===== src/rtl/mer_pkg.sv =====
package mer_pkg;

  typedef enum logic [1:0] {
    OP_READ  = 2'b00,
    OP_WRITE = 2'b01,
    OP_EVICT = 2'b10,
    OP_RSVD  = 2'b11
  } op_e;

  typedef enum logic [1:0] {
    CHK_CLEAN  = 2'b00,
    CHK_CORR   = 2'b01,
    CHK_UNCORR = 2'b10,
    CHK_RSVD   = 2'b11
  } chk_e;

  // numeric order follows severity, so the worst is the maximum
  typedef enum logic [1:0] {
    RSP_OK     = 2'b00,
    RSP_FIXED  = 2'b01,
    RSP_POISON = 2'b10,
    RSP_ABORT  = 2'b11
  } rsp_e;

  typedef enum logic [1:0] {
    CLS_NONE = 2'b00,
    CLS_CE   = 2'b01,
    CLS_DE   = 2'b10,
    CLS_UE   = 2'b11
  } cls_e;

  typedef struct packed {
    rsp_e code;
    cls_e cls;
    logic poison;
    logic we;
  } gran_res_t;

endpackage


===== src/rtl/mer_gran_eval.sv =====
module mer_gran_eval
  import mer_pkg::*;
#(
  parameter int GW = 32
) (
  input  op_e              op,
  input  logic             dirty,
  input  logic [GW/8-1:0]  strb,
  input  logic [GW-1:0]    wdata,
  input  logic [GW-1:0]    odata,
  input  logic [GW-1:0]    fix,
  input  chk_e             chk,
  input  logic             defer_en,
  input  logic             ierr_en,
  output gran_res_t        res,
  output logic [GW-1:0]    data
);

  localparam int BPG = GW / 8;

  logic [GW-1:0] fixed_old;
  logic [GW-1:0] merged;
  logic          unc;
  logic          full_wr;
  logic          no_wr;

  always_comb begin
    fixed_old = (chk == CHK_CORR) ? (odata ^ fix) : odata;
    for (int b = 0; b < BPG; b++) begin
      merged[b*8 +: 8] = strb[b] ? wdata[b*8 +: 8] : fixed_old[b*8 +: 8];
    end
    unc     = chk[1];
    full_wr = &strb;
    no_wr   = ~|strb;
  end

  always_comb begin
    res.code = RSP_OK;
    res.cls  = CLS_NONE;
    res.we   = 1'b0;
    data     = fixed_old;
    unique case (op)
      OP_WRITE: begin
        if (no_wr) begin
          data = odata;
        end else if (full_wr) begin
          res.we = 1'b1;
          data   = wdata;
        end else begin
          res.we = 1'b1;
          data   = merged;
          if (chk == CHK_CORR) begin
            res.code = RSP_FIXED;
            res.cls  = CLS_CE;
          end else if (unc) begin
            if (defer_en) begin
              res.code = RSP_POISON;
              res.cls  = CLS_DE;
            end else if (ierr_en) begin
              res.code = RSP_ABORT;
              res.cls  = CLS_UE;
              res.we   = 1'b0;
              data     = '0;
            end else begin
              res.code = RSP_POISON;
              res.cls  = CLS_UE;
            end
          end
        end
      end
      OP_EVICT: begin
        if (dirty) begin
          res.we = 1'b1;
          if (chk == CHK_CORR) begin
            res.code = RSP_FIXED;
            res.cls  = CLS_CE;
          end else if (unc) begin
            res.code = RSP_POISON;
            res.cls  = CLS_DE;
          end
        end else begin
          data = odata;
        end
      end
      default: begin
        if (chk == CHK_CORR) begin
          res.code = RSP_FIXED;
          res.cls  = CLS_CE;
        end else if (unc) begin
          if (defer_en) begin
            res.code = RSP_POISON;
            res.cls  = CLS_DE;
          end else if (ierr_en) begin
            res.code = RSP_ABORT;
            res.cls  = CLS_UE;
            data     = '0;
          end else begin
            res.code = RSP_POISON;
            res.cls  = CLS_UE;
          end
        end
      end
    endcase
    res.poison = (res.code == RSP_POISON);
  end

endmodule


===== src/rtl/mer_reduce.sv =====
module mer_reduce
  import mer_pkg::*;
#(
  parameter int NG = 2
) (
  input  logic [NG-1:0][1:0] codes,
  input  logic [NG-1:0][1:0] classes,
  output rsp_e               worst_code,
  output cls_e               worst_cls
);

  logic [1:0] c_acc;
  logic [1:0] k_acc;

  always_comb begin
    c_acc = 2'b00;
    k_acc = 2'b00;
    for (int g = 0; g < NG; g++) begin
      if (codes[g] > c_acc)   c_acc = codes[g];
      if (classes[g] > k_acc) k_acc = classes[g];
    end
    worst_code = rsp_e'(c_acc);
    worst_cls  = cls_e'(k_acc);
  end

endmodule


===== src/rtl/mer_resp_unit.sv =====
module mer_resp_unit
  import mer_pkg::*;
#(
  parameter int DW = 64,
  parameter int GW = 32
) (
  input  logic                 clk,
  input  logic                 rst_n,
  input  logic                 req_valid,
  input  logic [1:0]           req_op,
  input  logic                 req_dirty,
  input  logic [DW/8-1:0]      req_wstrb,
  input  logic [DW-1:0]        req_wdata,
  input  logic [DW-1:0]        req_odata,
  input  logic [DW-1:0]        req_fix,
  input  logic [2*DW/GW-1:0]   req_chk,
  input  logic                 defer_en,
  input  logic                 ierr_en,
  output logic                 rsp_valid,
  output logic [1:0]           rsp_code,
  output logic [DW-1:0]        rsp_data,
  output logic [DW/GW-1:0]     rsp_poison,
  output logic [DW/GW-1:0]     rsp_gwe,
  output logic                 evt_valid,
  output logic [1:0]           evt_class
);

  localparam int NG  = DW / GW;
  localparam int BPG = GW / 8;

  logic [NG-1:0][1:0] g_code;
  logic [NG-1:0][1:0] g_cls;
  logic [NG-1:0]      g_poison;
  logic [NG-1:0]      g_we;
  logic [DW-1:0]      g_data;
  rsp_e               w_code;
  cls_e               w_cls;

  for (genvar g = 0; g < NG; g++) begin : gen_gran
    gran_res_t r;
    mer_gran_eval #(.GW(GW)) u_eval (
      .op       (op_e'(req_op)),
      .dirty    (req_dirty),
      .strb     (req_wstrb[g*BPG +: BPG]),
      .wdata    (req_wdata[g*GW +: GW]),
      .odata    (req_odata[g*GW +: GW]),
      .fix      (req_fix[g*GW +: GW]),
      .chk      (chk_e'(req_chk[g*2 +: 2])),
      .defer_en (defer_en),
      .ierr_en  (ierr_en),
      .res      (r),
      .data     (g_data[g*GW +: GW])
    );
    assign g_code[g]   = r.code;
    assign g_cls[g]    = r.cls;
    assign g_poison[g] = r.poison;
    assign g_we[g]     = r.we;
  end

  mer_reduce #(.NG(NG)) u_reduce (
    .codes      (g_code),
    .classes    (g_cls),
    .worst_code (w_code),
    .worst_cls  (w_cls)
  );

  // next-state
  logic          nx_valid;
  logic [1:0]    nx_code;
  logic [NG-1:0] nx_poison;
  logic [NG-1:0] nx_gwe;
  logic          nx_evt;
  logic [1:0]    nx_cls;

  always_comb begin
    nx_valid  = req_valid;
    nx_code   = req_valid ? w_code   : 2'b00;
    nx_poison = req_valid ? g_poison : '0;
    nx_gwe    = req_valid ? g_we     : '0;
    nx_evt    = req_valid && (w_cls != CLS_NONE);
    nx_cls    = nx_evt ? w_cls : 2'b00;
  end

  // registers
  always_ff @(posedge clk or negedge rst_n) begin
    if (!rst_n) begin
      rsp_valid  <= 1'b0;
      rsp_code   <= 2'b00;
      rsp_poison <= '0;
      rsp_gwe    <= '0;
      evt_valid  <= 1'b0;
      evt_class  <= 2'b00;
    end else begin
      rsp_valid  <= nx_valid;
      rsp_code   <= nx_code;
      rsp_poison <= nx_poison;
      rsp_gwe    <= nx_gwe;
      evt_valid  <= nx_evt;
      evt_class  <= nx_cls;
    end
  end

  always_ff @(posedge clk or negedge rst_n) begin
    if (!rst_n) begin
      rsp_data <= '0;
    end else if (req_valid) begin
      rsp_data <= g_data;
    end
  end

  // assertions
  a_r13_evt_has_rsp: assert property (@(posedge clk) disable iff (!rst_n)
    evt_valid |-> rsp_valid);

  a_r10_evict_no_abort: assert property (@(posedge clk) disable iff (!rst_n)
    (rsp_valid && $past(req_op) == OP_EVICT) |-> rsp_code != RSP_ABORT);

  a_r4_abort_gated: assert property (@(posedge clk) disable iff (!rst_n)
    (rsp_valid && rsp_code == RSP_ABORT) |-> ($past(ierr_en) && !$past(defer_en)));

  a_r2_ce_is_fixed: assert property (@(posedge clk) disable iff (!rst_n)
    (evt_valid && evt_class == CLS_CE) |-> rsp_code == RSP_FIXED);

  a_r3_poison_code: assert property (@(posedge clk) disable iff (!rst_n)
    (rsp_valid && |rsp_poison) |-> rsp_code[1]);

  a_r12_code_needs_evt: assert property (@(posedge clk) disable iff (!rst_n)
    (rsp_valid && rsp_code != RSP_OK) |-> evt_valid);

endmodule


===== config.mk =====
export PLATFORM = sky130hd
export DESIGN_NAME = mer_resp_unit
export DESIGN_NICKNAME = d
export VERILOG_FILES = /design/src/rtl/mer_pkg.sv /design/src/rtl/mer_gran_eval.sv /design/src/rtl/mer_reduce.sv /design/src/rtl/mer_resp_unit.sv
export SDC_FILE = /design/constraint.sdc
export NUM_CORES = 1
export LEC_CHECK = 0
export BUFFER_PORTS_ARGS = -buffer_cell sky130_fd_sc_hd__buf_2
export CORE_MARGIN = 2
export CORE_UTILIZATION = 46
export DETAILED_ROUTE_END_ITERATION = 8
export HOLD_SLACK_MARGIN = 0.15
export PLACE_DENSITY = 0.82
export SLEW_MARGIN = 0
export SYNTH_ARGS = -nofsm -noshare
export SYNTH_HDL_FRONTEND = slang
export SYNTH_SLANG_ARGS = --single-unit

===== constraint.sdc =====
create_clock -name clk -period 0.8 [get_ports clk]
set_input_delay 0.08 -clock clk [delete_from_list [all_inputs] [get_ports clk]]
set_output_delay 0.08 -clock clk [all_outputs]
set_load 0.03 [all_outputs]

==> impl.org, run 1 <==
** Status
- Status :: complete, but fails checks
- Violated checks :: setup timing

** Worst hold path
- Type of the tightest min-delay check :: in -> reg
- The startpoint identified for the worst hold timing path is req_wdata[61].
- Worst Hold Path Cells :: 3
- The worst hold path terminates at rsp_data[61].

** Setup path
- The worst register-to-register path ends at rsp_data[23].
- Capturing element type of the critical path :: register
- The number of cells on the worst reg-to-reg path is 2.
- Crit Reg-Reg Startpoint :: rsp_data[23]
- For this run, the slowest stage of the critical path takes 570 ps.
- Max stage delay cell, worst path :: sky130_fd_sc_hd__or4_4
- Arrival time reported for the critical path endpoint :: 1990 ps
- CP Max Fanout :: 3
- The worst setup path is launched from an input port.
- Across all register-to-register paths, the minimum setup slack is -200 ps.
- At the worst endpoint, the required time is 1020 ps.
- Startpoint-to-endpoint class of the critical path :: in -> reg
- Cells along the critical path :: buf_6 -> or4_4 -> a311oi_4 -> o32ai_2 -> ha_2 -> a21oi_2 -> mux2i_2 -> a21oi_1

** Timing
- The number of max-slew violations in the final report was 0.
- The final hold violation count came to 0.
- Total negative slack :: -63,830 ps
- For the finished layout, the period the worst path requires is 1760 ps.
- Clock skew on the completed layout was measured at 0 ps.
- Transition time at the pin with the least slew margin :: 340.1 ps
- Count of final setup violators :: 147
- FMAX :: 568.1 MHz
- Setup repair after global routing could not meet its margin everywhere.
- Measured against its own limit, the worst slew margin works out to 77.33%.
- PnR worst setup slack :: -960.2 ps
- Period Utilization, post-route :: 220.0%

** Synthesis
- Synthesis inferred 74 register bits.
- Fraction of the mapped netlist area in compound gates :: 33.03%
- Of the synthesized area, sequential elements account for 25.54%.
- Leading register cell type out of synthesis :: sky130_fd_sc_hd__dfrtp_1
- Simple-gate share of the synthesized area :: 15.93%
- Xor and xnor fraction of the mapped netlist area :: 12.92%
- Multiplexer share of the synthesized area :: 5.091%
- Total number of yosys warnings :: 0
- In this run, synthesis inferred 0 flip-flops with an integrated enable.
- A synthesized cell averages 8.392 µm².
- Counting distinct cell types in the post-synthesis netlist gives 49.
- In this run the cell area of the synthesized design comes to 0.007251 mm².
- Post-Syn Nets :: 1,082
- Syn Inst Count :: 864
- After synthesis, the largest family of logic cells by area is compound AO/OA/AOI/OAI gates.
- Share of synthesized registers carrying an async set or reset :: 100.0%
- The synthesized netlist devotes 1.035% of its cell area to adder and majority cells.

** Routing
- Final ANT Viol Nets :: 0
- Violation count after the first detailed-route iteration :: 906
- The final layout contains routed wiring with a total length of 32.41 mm.
- Mean routed wirelength per cell :: 21.43 µm
- DR DRC count :: 0
- For this block, the via count after detailed routing is 9,481.
- The pre-antenna-repair detailed-routing pass consisted of 5 iterations.
- Detail-routed via count per cell :: 6.271

** Global route
- Initial antenna violation count :: 5
- Grt ovf :: 0
- Pin count of the biggest net entering global routing :: 45
- Met1 Usage GRT :: 42.91%
- Across every metal layer, demand over resource in global routing totals 36.53%.
- In the global route stage, met2 resource usage came out at 61.02%.
- The via count of the first global-routing pass is 9,277.
- Global-route wire length before repair :: 47.99 mm
- GR Layer Usage met3 :: 7.762%
- The global routing stage identified its most utilized layer as met2.

** Floorplan
- The floorplan step defined a core boundary enclosing 0.01531 mm².
- The die is 129.6 µm tall.
- Row generation in the floorplan step produced 45 rows.
- Number of primary I/O pins :: 286
- The die is 129.6 µm wide.
- Full die area :: 0.01678 mm²
- Starting density of the core :: 47.34%

** Finish
- After the last flow step, the layout net total stands at 1,510.
- Once layout is complete, the utilization of the core stands at 79.53%.
- The finished cells cover 0.01218 mm².
- From synthesis to final layout, the design area changed by 67.97%.
- Across the whole layout, storage elements account for 0.001852 mm².
- In the final layout, the share of cells above drive strength 1 is 51.04%.
- Fill cells in the final layout number 942.
- Combined area of the multi-input logic cells :: 0.005315 mm²

** Pwr
- Cell Int Power :: 0.01122 W
- The analysis attributes to cell leakage a power of 5.303 nW.
- PD cells :: 1457 mW/mm²
- Combinational logic burns 47.2% of the power.
- VDD sags by at most 1.075 mV.
- Share of total power consumed by net switching :: 36.76%
- Share of total power in the clock network :: 26.3%
- The share of total power dissipated in sequential elements is 26.5%.
- Overall power consumption after layout is estimated at 0.01774 W.
- Summed over all nets, the switching power comes to 0.006522 W.

** CTS
- The clock reaches the later pin of the worst-skew pair after 350 ps.
- TritonCTS built the clock tree.
- For this design, the sink count on the clock tree is 74.
- The tree is rooted in a sky130_fd_sc_hd__clkbuf_16.
- Quantity of hold-fixing buffers added after cts :: 5
- The H-tree was split into 3 levels.
- Worst-case clock buffer depth :: 2
- After clock tree synthesis, the clock-pin slew on the worst setup and hold paths is 60 ps.
- Buffers inserted during clock tree synthesis total 9.

** Placement
- Summed over all nets, the half-perimeter wirelength after detailed placement is 19.23 mm.
- Total of buffers placed on input and output ports :: 285
- Routability cong. :: 0.8998
- Area after detailed placement :: 0.01012 mm²

** Flow run
- Max Cap Violations :: 0
## worst max-delay path by stage
stage / from / endpoint / slack (ps) / cells after the start
6_report: req_wstrb[1] / evt_valid / -960 / 8
5_1_grt: req_wstrb[1] / evt_valid / -1020 / 8
4_1_cts: req_wstrb[1] / evt_valid / -900 / 8
3_5_place_dp: req_wstrb[1] / evt_valid / -1320 / 8
3_3_place_gp: req_wstrb[1] / evt_valid / -1280 / 8
2_1_floorplan: req_wstrb[1] / evt_valid / -1180 / 8
## cells by family (layout without fill, tap and decap cells)
family / after synthesis / count (layout)
AND/OR/NAND/NOR: 200 / 202
XOR/XNOR: 107 / 107
other: 0 / 4
adder cells (fa/ha/maj): 6 / 6
flip-flops: 74 / 74
buffers and inverters: 116 / 546
multiplexers: 33 / 33
AO/OA/AOI/OAI: 328 / 329
## critical path, delay by kind of cell
family / cells / cell delay, ps
multiplexers: 1 / 280
AO/OA/AOI/OAI: 4 / 680
buffers and inverters: 1 / 90
AND/OR/NAND/NOR: 1 / 570
adder cells (fa/ha/maj): 1 / 280
## cell type report
cell class	count	area share [%]
well taps	211	2.168
clock buffers	9	1.849
inverters	11	0.5239
clock inverters	7	0.8321
diodes	4	0.08219
multi-input cells	677	43.64
repair buffers	519	35.70
flip-flops and latches	74	15.20
## cells in the mapped netlist (32+ instances only)
master	number	area, µm²
sky130_fd_sc_hd__o21ai_0	89	445.4
sky130_fd_sc_hd__a21oi_1	57	285.3
sky130_fd_sc_hd__dfrtp_1	74	1852
sky130_fd_sc_hd__xnor2_1	76	665.6
sky130_fd_sc_hd__nand3b_1	56	420.4
sky130_fd_sc_hd__a221o_1	52	520.5
sky130_fd_sc_hd__o31ai_1	32	240.2
sky130_fd_sc_hd__clkbuf_1	78	292.8
sky130_fd_sc_hd__nor2_1	42	157.7
sky130_fd_sc_hd__nand2_1	44	165.2
## layer usage
metal	wire length, µm	vias up
li1	-	4150
met1	11940	4467
met2	15520	692
met3	3100	172
met4	1849	0
met5	0	-
## flip-flops by register name (all words and copies together) (netlist names)
name,count
rsp_code,2
evt_valid,1
rsp_poison,2
rsp_valid,1
rsp_data,64
rsp_gwe,2
evt_class,2
## repair_timing
| action | CTS | global route |
|---|---|---|
| setup endpoints to repair | 147 | 147 |
| endpoints found under the hold margin | 105 | 21 |
| buffers inserted | 36 | 18 |
| cloned | 13 | 0 |
| gates resized for setup | 240 | 46 |
| pin swaps | 33 | 17 |
## placed cells by master (no fill, tap or decap), drive strengths merged, types with 10 or more instances in the layout
cell / count
xor2: 31
clkbuf: 10
o21ai: 89
nand3b: 56
and3: 12
nor2: 43
mux2: 31
a221o: 52
buf: 512
o31ai: 32
nand4b: 21
inv: 13
xnor2: 76
o221a: 31
a211oi: 24
nand2: 44
dfrtp: 74
a21oi: 58
## power groups by stage
stage	Sequential [W]	Combinational [W]	Clock, W
2_1_floorplan	0.00568	0.00274	0
3_5_place_dp	0.00462	0.00645	0
4_1_cts	0.00468	0.00781	0.00462
3_3_place_gp	0.00461	0.00632	0
6_report	0.00470	0.00837	0.00467
5_1_grt	0.00474	0.00881	0.00481
## per-stage QoR
stage	cells	worst slack (ps)	hold slack, ps
6_report	1512	-960.2	80.79
5_1_grt	1512	-1019	110.0
4_1_cts	1494	-896.8	60.02
3_5_place_dp	1424	-1321	-94.76
3_3_place_gp	1424	-1276	-98.19
2_1_floorplan	864	-1180	-215.6
No activity file was read; power rests on OpenSTA's default activity.
==> run 2: changes to the inputs <==
--- a/config.mk
+++ b/config.mk
@@ -5,12 +5,14 @@
 export SDC_FILE = /design/constraint.sdc
 export NUM_CORES = 1
 export LEC_CHECK = 0
-export BUFFER_PORTS_ARGS = -buffer_cell sky130_fd_sc_hd__buf_2
+export CELL_PAD_IN_SITES_DETAIL_PLACEMENT = 1
+export CELL_PAD_IN_SITES_GLOBAL_PLACEMENT = 2
 export CORE_MARGIN = 2
-export CORE_UTILIZATION = 46
+export CORE_UTILIZATION = 33
 export DETAILED_ROUTE_END_ITERATION = 8
+export DONT_BUFFER_PORTS = 1
 export HOLD_SLACK_MARGIN = 0.15
-export PLACE_DENSITY = 0.82
+export PLACE_DENSITY = 0.81
 export SLEW_MARGIN = 0
 export SYNTH_ARGS = -nofsm -noshare
 export SYNTH_HDL_FRONTEND = slang
==> impl.org, run 2 (synthesized netlist as in run 1, its figures left out) <==
** Global route
- The total congestion overflow after global routing came to 0 (unchanged).
- The first-pass GRT wire length is 47.65 mm (-0.70%).
- The via count of the first global-routing pass is 8,379 (-9.7%).
- Overall routing resource usage :: 25.75% (-11 points)
- The met1 capacity usage during global routing was 30.54% (-12 points).
- Pin count of the biggest net entering global routing :: 75 (+67%)
- Most congested layer reported by global routing :: met2
- The fraction of met3 tracks used by global routing came to 5.319% (-2.4 points).
- Met2 capacity usage during global routing :: 45.69% (-15 points)
- Initial antenna violation count :: 2 (-3)

** Setup path
- Startpoint-to-endpoint class of the critical path :: in -> reg
- The maximum net fanout on the critical path was 12 (+9).
- The worst setup path is captured at a register.
- STA classifies the critical path startpoint as an input port.
- The kind of cell with the highest combined delay along the critical path is simple AND/OR/NAND/NOR gates.
- The data required time of the worst path was 1020 ps (about the same).
- Traced cell by cell, the critical path runs through or4_4 -> a311oi_4 -> nand2b_4 -> ha_4 -> a21oi_2 -> mux2i_2 -> a21oi_1.
- Critical Path Max Stage Delay :: 580 ps (about the same)
- The count of buffering cells on the critical path with inverters included came to 0 (-1).
- The worst path arrival time came to 1920 ps (-70 ps).
- Among all stages on the critical path, the largest delay is contributed by sky130_fd_sc_hd__or4_4.

** Finish
- Counting flops per register, the top entry is rsp_data.
- The share of post-route cells with drive strength above 1 came to 34.96% (-16 points).
- In the layout the commonest cells are sky130_fd_sc_hd__buf_4 (103), sky130_fd_sc_hd__buf_6 (85), sky130_fd_sc_hd__o21ai_0 (84).
- Final net count :: 1,237 (-18%)
- The utilization of the core after routing came to 48.35% (-31 points).
- Number of flip-flops in the largest register :: 64 (unchanged)
- Commonest non-fill, non-tap cell in the layout :: sky130_fd_sc_hd__buf_4
- The number of fill cells in the layout was 2,457 (+160%).
- From synthesis to final layout, the design area changed by 44.62%.
- Final Instance Count excl. Fillers :: 1,307 (-14%)

** Timing
- Minimum clock period after layout :: 1693 ps (-67.56 ps)
- Count of final setup violators :: 147 (unchanged)
- The worst slack on hold paths is -578.7 ps (-659.5 ps).
- Max-slew violations :: 0 (unchanged)
- The setup TNS came to -49,200 ps (+14,630 ps).
- RSZ-0062 raised after global routing :: true
- The relative slew slack came to 67.73% (-9.6 points).
- Number of hold violations in the final report :: 102 (+102)
- Worst clock skew :: 0 ps (unchanged)
- FMAX :: 590.8 MHz (+4.0%)
- The slew at the pin closest to its max-slew limit came to 484.0 ps (+143.9 ps).
- Period Utilization, post-route :: 211.6% (-8.4 points)
- PnR worst setup slack :: -892.7 ps (+67.56 ps)

** CTS
- The quantity of hold-fixing buffers added after cts is 41 (+36).
- The clock transition at the register clock pins on the worst setup and hold paths after CTS is 70 ps (about the same).
- Clock tree from TritonCTS :: built
- In this run the clock root is driven by a sky130_fd_sc_hd__clkbuf_16.
- The H-tree level count is 3 (unchanged).
- The number of CTS-inserted buffers came to 9 (unchanged).
- TritonCTS sink count :: 74 (unchanged)
- The maximum count of clock buffers along a single path was 2 (unchanged).
- Clk_lat worst skew :: 350 ps (about the same)

** Placement
- The worst setup slack before clock tree synthesis was -1218 ps (+102.3 ps).
- The estimated wirelength of the detail-placed design came to 19.77 mm (+2.8%).
- The final RePlAce weighted congestion was 0.8232 (-8.5%).
- Total of buffers placed on input and output ports :: 0 (-100%)
- The cell count after placement is 1,199 (-16%).

** Pwr
- The static leakage came to 4.072 nW (-23%).
- PD cells :: 1531 mW/mm² (+5.1%)
- The worst IR drop on VDD is 0.7207 mV (-33%).

** Routing
- The number of iterations in the first detailed-routing pass was 5 (unchanged).
- The number of design rule violations left after detail routing is 0 (unchanged).
- The residual antenna-violating net count after detailed routing came to 0 (unchanged).
- Detail-routed via count per cell :: 6.076 (-3.1%)
- WL final :: 31.59 mm (-2.5%)
- Vias after detailed routing :: 7,941 (-16%)
- The number of violations reported at the end of detailed-routing iteration 0 was 421 (-54%).
- Mean routed wirelength per cell :: 24.17 µm (+13%)

** Status
- The checks that failed: hold timing, setup timing.
- The flow ran to the end, but the final reports show violations.

** Floorplan
- Starting density of the core :: 33.43% (-14 points)
- Vertical die dimension :: 152.2 µm (+18%)
- Full die area :: 0.02317 mm² (+38%)
- The width of the die was 152.2 µm (+18%).
- The number of I/O pins is 286 (unchanged).
- Total core area :: 0.02169 mm² (+42%)
- Number of cell rows :: 54 (+20%)

** Worst hold path
- Type of the tightest min-delay check :: in -> async

** Flow run
- The number of max-cap violations is 0 (unchanged).
## run 2: path summary, 6_finish.rpt
check	cells past startpoint	from	to	slack [ps]
max in group asynchronous	0	rst_n	evt_class[1]	1220
min in group clk	0	req_valid	rsp_valid	-200
min reg2reg	1	rsp_data[21]	rsp_data[21]	540
max reg2reg	2	rsp_data[0]	rsp_data[0]	-200
max	7	req_wstrb[1]	evt_valid	-890
min	0	rst_n	rsp_data[45]	-580
## run 2: where the power goes
group | switching (W) | internal [W] | total [W]
Sequential | 0.000488 | 0.00428 | 0.00477
Clock | 0.00178 | 0.00283 | 0.00461
Combinational | 0.00319 | 0.00349 | 0.00668
Total | 0.00546 | 0.0106 | 0.0161
## run 2: repair_timing
action                                  4_1_cts  5_1_grt
gates resized for setup                     126       32
endpoints found under the setup margin      147      147
pin swaps                                    12        8
cloned                                       11        0
setup buffers                                29       11
hold endpoints to repair                    145      113
## run 2: per-stage QoR
| step | cell area (µm²) | power (W) |
|---|---|---|
| after global placement | 8652 | 0.009827 |
| after floorplan | 7609 | 0.008422 |
| final | 10490 | 0.01606 |
| after detailed placement | 8652 | 0.009948 |
| after global routing | 10490 | 0.01674 |
| after CTS | 10270 | 0.01588 |
## run 2: area by class of cell
cell class	count	area [µm²]	share of cell area (%)
Multi-Input combinational cell	675	5305	50.59
Sequential cell	74	1861	17.74
Antenna cell	3	7.507	0.07159
Clock inverter	6	88.84	0.8472
Clock buffer	10	239.0	2.279
Timing Repair Buffer	248	2574	24.54
Inverter	11	61.31	0.5847
Tap cell	280	350.3	3.341
## run 2: worst register-to-register path, stage by stage (launching register included)
cell                      delay, ps
sky130_fd_sc_hd__dfrtp_1        390
sky130_fd_sc_hd__buf_4          140
sky130_fd_sc_hd__a221o_1        350
## run 2: routing by layer
metal	up-vias	share of wire, %	wire (µm)
li1	3586	-	-
met1	4004	40	12790
met2	292	50	15730
met3	59	6.6	2088
met4	0	3.1	982
met5	-	0	0
==> run 3: changes to the inputs <==
--- a/config.mk
+++ b/config.mk
@@ -5,14 +5,12 @@
 export SDC_FILE = /design/constraint.sdc
 export NUM_CORES = 1
 export LEC_CHECK = 0
-export CELL_PAD_IN_SITES_DETAIL_PLACEMENT = 1
-export CELL_PAD_IN_SITES_GLOBAL_PLACEMENT = 2
 export CORE_MARGIN = 2
-export CORE_UTILIZATION = 33
+export CORE_UTILIZATION = 51
 export DETAILED_ROUTE_END_ITERATION = 8
 export DONT_BUFFER_PORTS = 1
 export HOLD_SLACK_MARGIN = 0.15
-export PLACE_DENSITY = 0.81
+export PLACE_DENSITY = 0.72
 export SLEW_MARGIN = 0
 export SYNTH_ARGS = -nofsm -noshare
 export SYNTH_HDL_FRONTEND = slang
==> impl.org, run 3 (synthesized netlist as in run 1, its figures left out) <==
** Status
- Status :: complete, but fails checks
- The final reports fail on hold timing, setup timing.

** Floorplan
- Full die area :: 0.01519 mm² (-34%)
- Total core area :: 0.01388 mm² (-36%)
- Number of primary I/O pins :: 286 (unchanged)
- Die outline width :: 123.2 µm (-19%)
- Number of cell rows :: 43 (-20%)
- The y dimension of the die is 123.2 µm (-19%).
- Starting density of the core :: 52.24% (+19 points)

** CTS
- Worst-case clock buffer depth :: 2 (unchanged)
- TritonCTS built the clock tree.
- The H-tree level count is 3 (unchanged).
- Clock slew at the register clock pins of the worst setup and hold paths :: 70 ps (about the same)
- The clock net sink count came to 74 (unchanged).
- The number of CTS-inserted buffers came to 9 (unchanged).
- In this run the clock root is driven by a sky130_fd_sc_hd__clkbuf_16.
- Clk_lat worst skew :: 340 ps (about the same)

** Finish
- Leaving out fill and tap cells, the most frequent cell in the layout is sky130_fd_sc_hd__buf_6.
- Number of flip-flops in the largest register :: 64 (unchanged)
- The share of post-route cells with drive strength above 1 was 36.03% (+1.1 points).
- Final design area excluding fillers :: 0.01052 mm² (+0.35%)
- Counting flops per register, the top entry is rsp_data.
- Final net count :: 1,251 (+1.1%)
- Combined area of the multi-input logic cells :: 0.005281 mm² (-0.45%)
- Footprint of the flip-flops and latches :: 0.001857 mm² (-0.20%)
- Most frequent cells in the layout :: sky130_fd_sc_hd__buf_6 (104), sky130_fd_sc_hd__buf_4 (98), sky130_fd_sc_hd__o21ai_0 (87)
- Synth-to-Final Area Change :: 45.13%
- The number of fill cells in the layout is 890 (-64%).
- The number of diodes came to 0 (-3).
- Final core utilization :: 75.81% (+27 points)

** Routing
- The number of violations reported at the end of detailed-routing iteration 0 came to 925 (+120%).
- Met2 routed wirelength :: 15.02 mm (-4.5%)
- The wire length on met1 is 10.25 mm (-20%).
- The number of design rule violations left after detail routing is 0 (unchanged).
- Mean routed wirelength per cell :: 25.61 µm (+5.9%)
- The number of iterations in the first detailed-routing pass was 6 (+1).
- The highest metal layer carrying signal wires in the routed design is met4.
- Final ANT Viol Nets :: 0 (unchanged)
- The vias after detailed routing came to 8,645 (+8.9%).
- Routed met3 length :: 3.728 mm (+79%)
- WL final :: 31.19 mm (-1.3%)
- The per-cell via count in the routed design is 7.098 (+17%).

** Pwr
- Cell Int Power :: 0.01022 W (-3.6%)
- Overall power of the completed layout :: 0.01577 W (-1.8%)
- The portion of total power attributed to the clock network came to 25.5% (-3.2 points).
- The worst IR drop on VDD is 1.151 mV (+60%).
- Seq pwr share :: 30.3% (+0.6 points)
- Share of total power consumed by net switching :: 35.20% (+1.2 points)
- The power per cell area is 1498 mW/mm² (-2.2%).
- Leakage power :: 4.152 nW (+2.0%)
- Switching power :: 0.005549 W (+1.6%)
- The relative contribution of combinational cells to total power came to 44.2% (+2.6 points).

** Setup path
- The data required time of the worst path is 1000 ps (-20 ps).
- The worst path arrival time is 1800 ps (-120 ps).
- The worst setup slack for register-to-register paths was -250 ps (-50 ps).
- Capturing element type of the critical path :: register
- STA classifies the critical path startpoint as an input port.
- The worst register-to-register path begins at rsp_data[28].
- The critical path is of the in -> reg type.
- Worst reg2reg path depth :: 2 (unchanged)
- In this run the critical register-to-register path is captured at rsp_data[28].
- The maximum net fanout on the critical path is 12 (unchanged).

** Timing
- Worst slack on hold paths :: -579.0 ps (-0.3160 ps)
- Count of final setup violators :: 147 (unchanged)
- The largest clock skew in the final design came to 0 ps (unchanged).
- The final hold violation count came to 104 (+2.0%).
- Minimum clock period after layout :: 1605 ps (-87.82 ps)
- PnR worst setup slack :: -804.8 ps (+87.82 ps)
- The number of max-slew violations in the final report came to 0 (unchanged).
- The relative slew slack came to 57.56% (-10 points).
- Setup repair after global routing could not meet its margin everywhere.
- The slew at the pin closest to its max-slew limit was 634.6 ps (+150.6 ps).
- The portion of the clock cycle consumed by the worst path in the final layout is 200.6% (-11 points).
- The highest clock rate was 623.1 MHz (+5.5%).

** Placement
- Area after detailed placement :: 0.008600 mm² (-0.61%)
- Routability cong. :: 0.8998 (+9.3%)
- The estimated wirelength of the detail-placed design is 17.61 mm (-11%).
- The count of port buffers added during placement is 0 (unchanged).

** Global route
- Global-route wire length before repair :: 45.08 mm (-5.4%)
- The via count of the first global-routing pass came to 8,698 (+3.8%).
- The number of antenna violations at the first check in global routing came to 0 (-2).
- Overall routing resource usage :: 38.24% (+12 points)
- The largest net degree at the start of global routing came to 75 (unchanged).
- The total congestion overflow after global routing came to 0 (unchanged).

** Worst hold path
- The worst hold path belongs to the class in -> async.

** Flow run
- Max Cap Violations :: 0 (unchanged)
[run 3: changes by cell type in the layout (fill, tap and decap cells not counted), moves of 4 or more]
cell and delta:
sky130_fd_sc_hd__dlygate4sd3_1 -7, sky130_fd_sc_hd__buf_12 +4, sky130_fd_sc_hd__buf_6 +19, sky130_fd_sc_hd__buf_4 -5
sky130_fd_sc_hd__a21oi_2 +4
[run 3: how the worst max path moves through the flow]
stage	start	end	slack [ps]	cells after the start
floorplan	req_wstrb[1]	evt_valid	-1180	8
global placement	req_wstrb[1]	evt_valid	-1130	9
detailed placement	req_wstrb[1]	evt_valid	-1210	7
CTS	req_wstrb[1]	evt_valid	-810	7
global route	req_wstrb[1]	evt_valid	-870	9
finish	req_wstrb[1]	evt_valid	-800	7
[run 3: layer usage]
metal | GRT usage [%] | vias to the layer above
met5 | 0 | -
met4 | 26.42 | 0
met3 | 11.72 | 206
met2 | 63.36 | 714
met1 | 41.72 | 4106
li1 | - | 3619
[run 3: worst max-delay path, cell delays in order]
cell and delay, ps:
sky130_fd_sc_hd__or4_4 540, sky130_fd_sc_hd__a311oi_2 280, sky130_fd_sc_hd__o32ai_2 150, sky130_fd_sc_hd__ha_2 280, sky130_fd_sc_hd__a21oi_2 130, sky130_fd_sc_hd__mux2i_1 250, sky130_fd_sc_hd__a21oi_1 100
[run 3: cell type report]
cell class,count,share of cell area [%]
Sequential cell,74,17.65
Inverter,11,0.5826
Timing Repair Buffer,260,26.75
Tap cell,180,2.140
Clock buffer,12,2.438
Multi-Input combinational cell,677,50.19
Clock inverter,4,0.2497
[run 3: repair_timing]
action | 4_1_cts | 5_1_grt
resized for setup | 144 | 26
pin swaps | 13 | 19
hold endpoints to repair | 145 | 116
setup buffers | 35 | 16
cloned | 11 | 3
hold buffers | 31 | 1
setup endpoints to repair | 147 | 147
[run 3: power groups by stage]
stage	clock (W)	sequential (W)	combinational (W)
2_1_floorplan	0	0.00568	0.00274
3_3_place_gp	0	0.00471	0.00511
3_5_place_dp	0	0.00473	0.00528
4_1_cts	0.00401	0.00474	0.00647
5_1_grt	0.00423	0.00482	0.00733
6_report	0.00402	0.00477	0.00698
[run 3: through the flow]
| step | std cells | setup slack, ps | TNS (ps) |
|---|---|---|---|
| floorplan | 864 | -1180 | -44600 |
| global placement | 1107 | -1130 | -55640 |
| detailed placement | 1107 | -1205 | -58140 |
| CTS | 1200 | -809.2 | -48030 |
| global route | 1218 | -875.0 | -51640 |
| finish | 1218 | -804.8 | -48130 |
